File: config.mk
export PLATFORM = sky130hd
export DESIGN_NAME = det_rx_parser
export DESIGN_NICKNAME = d
export VERILOG_FILES = /design/src/rtl/det_rx_pkg.sv /design/src/rtl/det_rx_hdr_check.sv /design/src/rtl/det_rx_realign.sv /design/src/rtl/det_rx_counters.sv /design/src/rtl/det_rx_parser.sv
export SDC_FILE = /design/constraint.sdc
export NUM_CORES = 2
export LEC_CHECK = 0
export BUFFER_PORTS_ARGS = -buffer_cell sky130_fd_sc_hd__buf_2
export CAP_MARGIN = 20
export CELL_PAD_IN_SITES_DETAIL_PLACEMENT = 1
export CELL_PAD_IN_SITES_GLOBAL_PLACEMENT = 2
export CORE_AREA = 2 2 514 516
export DETAILED_ROUTE_END_ITERATION = 10
export DIE_AREA = 0 0 516 518
export GPL_TIMING_DRIVEN = 0
export PLACE_DENSITY_LB_ADDON = 0.3
export SYNTH_ARGS = -nofsm -noshare
export SYNTH_HDL_FRONTEND = slang
export SYNTH_HIERARCHICAL = 1
export SYNTH_SLANG_ARGS = --single-unit
File: constraint.sdc
create_clock -name clk -period 4.35 [get_ports clk]
set_clock_uncertainty 0.15 [all_clocks]
set_input_delay 0.435 -clock clk [delete_from_list [all_inputs] [get_ports clk]]
set_output_delay 0.435 -clock clk [all_outputs]
set_load 0.03 [all_outputs]
File: src/rtl/det_rx_pkg.sv
package det_rx_pkg;
   localparam int OFS_ETYPE   = 12;
   localparam int OFS_VERIHL  = 14;
   localparam int OFS_IPLEN   = 16;
   localparam int OFS_PROTO   = 23;
   localparam int OFS_DSTIP   = 30;
   localparam int OFS_DPORT   = 36;
   localparam int OFS_UDPLEN  = 38;
   localparam int OFS_FRAME   = 42;
   localparam int OFS_PKTNUM  = 50;
   localparam int OFS_COORD   = 74;
   localparam int OFS_DEBUG   = 86;
   localparam int OFS_PAYLOAD = 90;

   localparam logic [15:0] ETYPE_IPV4  = 16'h0800;
   localparam logic [7:0]  VER_IHL_STD = 8'h45;
   localparam logic [15:0] IP_TOT_LEN  = 16'd8268;
   localparam logic [7:0]  PROTO_UDP   = 8'h11;
   localparam logic [15:0] UDP_TOT_LEN = 16'd8248;

   typedef struct packed {
      logic [47:0] dst_mac;
      logic [15:0] etype;
      logic [7:0]  ver_ihl;
      logic [15:0] ip_len;
      logic [7:0]  proto;
      logic [31:0] dst_ip;
      logic [15:0] dport;
      logic [15:0] udp_len;
   } net_hdr_t;

   typedef enum logic [2:0] {
      ST_HDR0, ST_HDR1, ST_META, ST_BODY, ST_DROP
   } rx_state_e;
endpackage

File: src/rtl/det_rx_hdr_check.sv
module det_rx_hdr_check
   import det_rx_pkg::*;
#(
   parameter int  USER_W    = 1,
   parameter bit  CHECK_MAC = 1'b1
)(
   input  net_hdr_t            hdr,
   input  logic [USER_W-1:0]   user,
   input  logic [47:0]         local_mac,
   input  logic [31:0]         local_ip,
   input  logic [15:0]         udp_port,
   output logic                hdr_ok
);
   logic mac_ok;

   generate
      if (CHECK_MAC) begin : g_mac
         assign mac_ok = (hdr.dst_mac == local_mac);
      end else begin : g_nomac
         logic unused_mac;
         assign unused_mac = ^{hdr.dst_mac, local_mac};
         assign mac_ok = 1'b1;
      end
   endgenerate

   assign hdr_ok = mac_ok
                && (hdr.etype   == ETYPE_IPV4)
                && (hdr.ver_ihl == VER_IHL_STD)
                && (hdr.ip_len  == IP_TOT_LEN)
                && (hdr.proto   == PROTO_UDP)
                && (hdr.dst_ip  == local_ip)
                && (hdr.dport   == udp_port)
                && (hdr.udp_len == UDP_TOT_LEN)
                && (user == '0);
endmodule

File: src/rtl/det_rx_realign.sv
module det_rx_realign #(
   parameter int DATA_W   = 512,
   parameter int HI_BYTES = 38,
   localparam int LO_BYTES = DATA_W/8 - HI_BYTES
)(
   input  logic [8*HI_BYTES-1:0] prev_hi,
   input  logic [8*LO_BYTES-1:0] cur_lo,
   output logic [DATA_W-1:0]     merged
);
   generate
      for (genvar b = 0; b < HI_BYTES; b++) begin : g_hi
         assign merged[8*b +: 8] = prev_hi[8*b +: 8];
      end
      for (genvar b = 0; b < LO_BYTES; b++) begin : g_lo
         assign merged[8*(HI_BYTES+b) +: 8] = cur_lo[8*b +: 8];
      end
   endgenerate
endmodule

File: src/rtl/det_rx_counters.sv
module det_rx_counters #(
   parameter int N_CNT = 2,
   parameter int CNT_W = 32
)(
   input  logic                        clk,
   input  logic                        rst_n,
   input  logic                        clear,
   input  logic [N_CNT-1:0]            inc,
   output logic [N_CNT-1:0][CNT_W-1:0] cnt
);
   generate
      for (genvar i = 0; i < N_CNT; i++) begin : g_cnt
         always_ff @(posedge clk or negedge rst_n) begin
            if (!rst_n)      cnt[i] <= '0;
            else if (clear)  cnt[i] <= '0;
            else if (inc[i]) cnt[i] <= cnt[i] + CNT_W'(1);
         end
      end
   endgenerate
endmodule

File: src/rtl/det_rx_parser.sv
module det_rx_parser
   import det_rx_pkg::*;
#(
   parameter int DATA_W      = 512,
   parameter int USER_W      = 1,
   parameter int MOD_W       = 5,
   parameter int CNT_W       = 32,
   parameter int FRAME_BEATS = 130,
   parameter bit CHECK_MAC   = 1'b1
)(
   input  logic                 clk,
   input  logic                 rst_n,
   input  logic                 in_valid,
   output logic                 in_ready,
   input  logic [DATA_W-1:0]    in_data,
   input  logic [DATA_W/8-1:0]  in_keep,
   input  logic                 in_last,
   input  logic [USER_W-1:0]    in_user,
   input  logic [47:0]          local_mac,
   input  logic [31:0]          local_ip,
   input  logic [15:0]          udp_port,
   input  logic                 clear_counters,
   output logic                 meta_valid,
   input  logic                 meta_ready,
   output logic [63:0]          meta_frame,
   output logic [MOD_W-1:0]     meta_module,
   output logic [6:0]           meta_packet,
   output logic                 meta_trigger,
   output logic                 meta_end,
   output logic                 out_valid,
   input  logic                 out_ready,
   output logic [DATA_W-1:0]    out_data,
   output logic                 out_last,
   output logic                 out_err,
   output logic [CNT_W-1:0]     pkt_count,
   output logic [CNT_W-1:0]     len_err_count
);
   localparam int BEAT_BYTES = DATA_W / 8;
   localparam int LO_BYTES   = OFS_PAYLOAD - BEAT_BYTES;
   localparam int HI_BYTES   = BEAT_BYTES - LO_BYTES;
   localparam int IDX_W      = $clog2(FRAME_BEATS + 1);
   localparam logic [IDX_W-1:0] LAST_IDX  = IDX_W'(FRAME_BEATS - 1);
   localparam logic [IDX_W-1:0] FIRST_PAY = IDX_W'(2);

   generate
      if (DATA_W != 512) begin : g_bad_width
         $error("det_rx_parser: header offsets assume 64-byte beats");
      end
      if (MOD_W < 1 || MOD_W > 15) begin : g_bad_mod
         $error("det_rx_parser: MOD_W out of range");
      end
      if (FRAME_BEATS < 3) begin : g_bad_beats
         $error("det_rx_parser: FRAME_BEATS too small");
      end
   endgenerate

   rx_state_e              state;
   logic [IDX_W-1:0]       beat_idx;
   logic [8*HI_BYTES-1:0]  prev_hi;
   logic [63:0]            frame_r;
   logic [5:0]             pkt_r;
   logic [MOD_W:0]         coord_r;
   logic                   trig_r;
   net_hdr_t               hdr;
   logic                   hdr_ok;
   logic                   keep_full;
   logic                   acc;
   logic                   body_ok, body_err, close_pkt;
   logic                   h0_err, h1_err;
   logic [DATA_W-1:0]      merged;
   logic [1:0][CNT_W-1:0]  cnt;

   // network header pulled from the first beat, big-endian fields
   always_comb begin
      hdr = '0;
      for (int i = 0; i < 6; i++)
         hdr.dst_mac[8*(5-i) +: 8] = in_data[8*i +: 8];
      for (int i = 0; i < 4; i++)
         hdr.dst_ip[8*(3-i) +: 8] = in_data[8*(OFS_DSTIP+i) +: 8];
      hdr.etype   = {in_data[8*OFS_ETYPE +: 8],  in_data[8*(OFS_ETYPE+1) +: 8]};
      hdr.ver_ihl = in_data[8*OFS_VERIHL +: 8];
      hdr.ip_len  = {in_data[8*OFS_IPLEN +: 8],  in_data[8*(OFS_IPLEN+1) +: 8]};
      hdr.proto   = in_data[8*OFS_PROTO +: 8];
      hdr.dport   = {in_data[8*OFS_DPORT +: 8],  in_data[8*(OFS_DPORT+1) +: 8]};
      hdr.udp_len = {in_data[8*OFS_UDPLEN +: 8], in_data[8*(OFS_UDPLEN+1) +: 8]};
   end

   det_rx_hdr_check #(.USER_W(USER_W), .CHECK_MAC(CHECK_MAC)) u_hdr (
      .hdr       (hdr),
      .user      (in_user),
      .local_mac (local_mac),
      .local_ip  (local_ip),
      .udp_port  (udp_port),
      .hdr_ok    (hdr_ok)
   );

   det_rx_realign #(.DATA_W(DATA_W), .HI_BYTES(HI_BYTES)) u_align (
      .prev_hi (prev_hi),
      .cur_lo  (in_data[8*LO_BYTES-1:0]),
      .merged  (merged)
   );

   assign keep_full = &in_keep;

   always_comb begin
      unique case (state)
         ST_META: in_ready = 1'b0;
         ST_BODY: in_ready = !out_valid || out_ready;
         default: in_ready = 1'b1;
      endcase
   end

   assign acc       = in_valid && in_ready;
   assign body_ok   = (state == ST_BODY) && acc && in_last && keep_full && (beat_idx == LAST_IDX);
   assign body_err  = (state == ST_BODY) && acc && !body_ok
                   && (in_last || !keep_full || (beat_idx == LAST_IDX));
   assign close_pkt = body_ok || body_err;
   assign h0_err    = (state == ST_HDR0) && acc && hdr_ok && (in_last || !keep_full);
   assign h1_err    = (state == ST_HDR1) && acc && (in_last || !keep_full);

   det_rx_counters #(.N_CNT(2), .CNT_W(CNT_W)) u_cnt (
      .clk   (clk),
      .rst_n (rst_n),
      .clear (clear_counters),
      .inc   ({h0_err || h1_err || body_err, body_ok}),
      .cnt   (cnt)
   );
   assign pkt_count     = cnt[0];
   assign len_err_count = cnt[1];

   always_ff @(posedge clk or negedge rst_n) begin
      if (!rst_n) begin
         state      <= ST_HDR0;
         beat_idx   <= '0;
         prev_hi    <= '0;
         frame_r    <= '0;
         pkt_r      <= '0;
         coord_r    <= '0;
         trig_r     <= 1'b0;
         meta_valid <= 1'b0;
         out_valid  <= 1'b0;
         out_data   <= '0;
         out_last   <= 1'b0;
         out_err    <= 1'b0;
      end else begin
         if (out_valid && out_ready) out_valid <= 1'b0;
         unique case (state)
            ST_HDR0: if (acc) begin
               frame_r <= in_data[8*OFS_FRAME +: 64];
               pkt_r   <= in_data[8*OFS_PKTNUM +: 6];
               if (!in_last) state <= (hdr_ok && keep_full) ? ST_HDR1 : ST_DROP;
            end
            ST_HDR1: if (acc) begin
               prev_hi <= in_data[DATA_W-1 : 8*LO_BYTES];
               coord_r <= in_data[8*(OFS_COORD-BEAT_BYTES) +: MOD_W+1];
               trig_r  <= in_data[8*(OFS_DEBUG-BEAT_BYTES) + 31];
               if (in_last)         state <= ST_HDR0;
               else if (!keep_full) state <= ST_DROP;
               else begin
                  meta_valid <= 1'b1;
                  beat_idx   <= FIRST_PAY;
                  state      <= ST_META;
               end
            end
            ST_META: if (meta_ready) begin
               meta_valid <= 1'b0;
               state      <= ST_BODY;
            end
            ST_BODY: if (acc) begin
               prev_hi   <= in_data[DATA_W-1 : 8*LO_BYTES];
               out_valid <= 1'b1;
               out_data  <= merged;
               out_last  <= close_pkt;
               out_err   <= body_err;
               beat_idx  <= beat_idx + IDX_W'(1);
               if (close_pkt) state <= in_last ? ST_HDR0 : ST_DROP;
            end
            ST_DROP: if (acc && in_last) state <= ST_HDR0;
            default: state <= ST_HDR0;
         endcase
      end
   end

   assign meta_frame   = frame_r;
   assign meta_module  = coord_r[MOD_W:1];
   assign meta_packet  = {coord_r[0], pkt_r};
   assign meta_trigger = trig_r;
   assign meta_end     = &frame_r;
endmodule

==> results.cfg <==
[placement]
place_hpwl_mm = 200
gp_congestion = 0.960
numPortBuffers = 1232

[status]
outcome = completed

[sta]
period_minus_slack_ns = 4.21
grt_setup_unrepaired = false
fmax_mhz = 238
period_share = 0.967
relSlewSlack = 0.324
worst_slew_pin_slew_ns = 1.01
whs_ns = 0.231
setup_viol = 0
maxSlewViolCount = 0
finalHoldViolations = 0

[clock_network]
cts-root-buf = clkbuf_16
cts.sinks = 972
cts_tree = yes
worst_skew_pair.late_latency_ns = 0.77
htree_levels = 4
clk_pin_slew_worst_paths_ns = 0.06
cts_buffers = 134
clock_path_buffers = 3

[logic_synthesis]
synth.top_cell.area_share = 0.562
synth_area_leader_cell = dfrtp_1
synth-edff-count = 0
async_reset_ff_frac = 1.00
synth.cell_area_sq_um = 43300
netlist_instances = 4814
syn_avg_cell_area_sq_um = 8.99
ys.warnings.count = 6
synth-seq-area-share = 0.562
synth_area_leaders = dfrtp_1 (56%), nand2_1 (21%), buf_4 (9.1%)
synth_ff_type = dfrtp_1
yosysUniqueCellTypes = 67
ys_ff_latch = 972
syn-num-nets = 5498

[finish]
final_util = 0.244
final_cell_mix = nand2_1 (2478), buf_2 (1372), dfrtp_1 (972), buf_4 (529), dlygate4sd3_1 (522)
nNetsFinal = 7404
final_common_cell = nand2_1
area_delta_synth_final_pct = 47.4
fill_cells = 31000
layout-drive-gt1-share = 0.325
seqCellArea_sq_um = 24300
multi_input_area_sq_um = 13900

[global_routing]
grt_pass1_vias = 43300
antenna_found_initial = 81
grt_overflow = 0
grtUsageTotal = 0.181
grt_pass1_wl_mm = 342
grt_max_degree = 135

[route]
drc = 0
routedWlPerCell_microns = 23.9
vias_per_cell = 3.85
postRouteAntennaNets = 0
detail_route.iter0.violations = 2007
firstDrtPassIters = 4
num_vias = 39900
routed_wl_mm = 247

[pwr]
p_total_mw = 23.8
p_sw_mw = 6.82
p_clk_frac = 0.460
power_leakage_nw = 35.2
combinationalPowerShare = 0.131
p_int_mw = 17.0
seqPwrFrac = 0.409
irDropWorstVdd_mv = 0.385
power_density_nw_per_um2 = 373
switching_share = 0.286

[critical_path]
cp.required_ns = 4.89
path_max_fanout = 10
crit_path_end_kind = register
ff2ff_path_depth = 9
worstSetupPathType = in -> reg
startpoint_type = input pin
cp.arrival_ns = 4.75

[floorplanning]
core_area_sq_um = 262000
ios = 1339
core.rowCount = 188
initial_core_util = 0.165
die_h_microns = 518
die_area_sq_um = 267000
fp.dieW_microns = 516

[min_path]
whs_path_depth = 4
min-delay-path-class = in -> reg

[run]
maxCapViolCount = 0
path summary, 6_finish.rpt:
| kind | from | to | slack [ns] |
|---|---|---|---|
| setup / recovery | in_data[259] | u_cnt/cnt[48]$_DFFE_PN0P_ | 0.14 |
| hold reg to reg | out_data[86]$_DFFE_PN0P_ | out_data[86]$_DFFE_PN0P_ | 0.32 |
| min in group asynchronous | rst_n | out_data[21]$_DFFE_PN0P_ | 0.57 |
| setup reg to reg | beat_idx[3]$_DFFE_PN0P_ | u_cnt/cnt[20]$_DFFE_PN0P_ | 0.62 |
| max in group asynchronous | rst_n | prev_hi[272]$_DFFE_PN0P_ | 0.87 |
| hold / removal | in_data[159] | out_data[463]$_DFFE_PN0P_ | 0.23 |
synth_stat cells, drive strengths merged (25+ instances only):
cell type,instances
clkbuf,44
nor2,37
nand4,70
a21oi,46
or4,28
xnor2,61
buf,681
dfrtp,972
mux2,78
nand2,2479
inv,42
o31ai,25
xor2,26
nor4,31
power by group through the flow:
stage          registers (mW)  logic (mW)  clock network (mW)
2_1_floorplan            10.4       0.716                   0
3_3_place_gp             9.88        2.65                   0
3_5_place_dp             9.88        2.72                   0
4_1_cts                  9.72        3.15                11.4
5_1_grt                  9.74        3.31                11.7
6_report                 9.72        3.13                10.9
registers in the layout, indices dropped and copies added (netlist names), 3 cells and up:
register	count
state	3
beat_idx	8
meta_frame	64
u_cnt/cnt	64
coord_r	6
out_data	512
pkt_r	6
prev_hi	304
stage by stage:
stage | area, sq um | setup WS (ns) | setup TNS, ns | std cells
floorplan | 43300 | 0.599 | 0 | 4814
global placement | 53800 | -21.73 | - | 9561
detailed placement | 54100 | -1.58 | -33.04 | 9573
CTS | 63700 | 0.00253 | 0 | 10300
global route | 63700 | 0.0159 | 0 | 10300
finish | 63800 | 0.142 | 0 | 10400
cell type report:
| cell class | count | share of cell area |
|---|---|---|
| Timing Repair Buffer | 1772 | 0.184 |
| Buffer | 723 | 0.0772 |
| Inverter | 42 | 0.00247 |
| Tap cell | 3515 | 0.0689 |
| Clock inverter | 34 | 0.00686 |
| Antenna cell | 35 | 0.00137 |
| Clock buffer | 195 | 0.0596 |
| Multi-Input combinational cell | 3075 | 0.218 |
| Sequential cell | 972 | 0.381 |
cell families after synthesis:
| logic type | share of synthesized area |
|---|---|
| xor gates and xnor gates | 0.0176 |
| adders and majority gates | 0.00116 |
| and+or+nand+nor | 0.260 |
| AOI/OAI and AO/OA | 0.0212 |
| buffers and inverters | 0.117 |
| DFF | 0.562 |
| muxes | 0.0210 |
per-layer routing:
metal,part of all wire,up-vias,global-route usage
li1,-,18400,-
met3,0.076,333,0.0553
met1,0.41,19800,0.216
met2,0.48,1244,0.308
met5,0.00093,-,0
met4,0.034,36,0.0591
critical path, stage by stage:
cell	delay, ns
dlygate4sd3_1	0.53
buf_2	0.14
xnor2_1	0.36
nand4_1	0.16
nor4_1	0.26
nand4_1	0.43
nor4_4	0.34
buf_12	0.17
a21oi_1	0.08
o21ai_1	0.12
a221o_2	0.26
and4_2	0.36
nand4_1	0.20
clkbuf_1	0.33
or3_1	0.43
a21oi_1	0.14
what timing repair did:
| action | in CTS | in global routing |
|---|---|---|
| endpoints found under the hold margin | 882 | 0 |
| buffers inserted | 5 | 0 |
| resized for setup | 3 | 3 |
| endpoints found under the setup margin | 19 | 18 |
| gates cloned | 0 | 0 |
| pin swaps | 4 | 0 |
| hold buffers | 522 | 0 |
(Power assumes the default switching activity.)
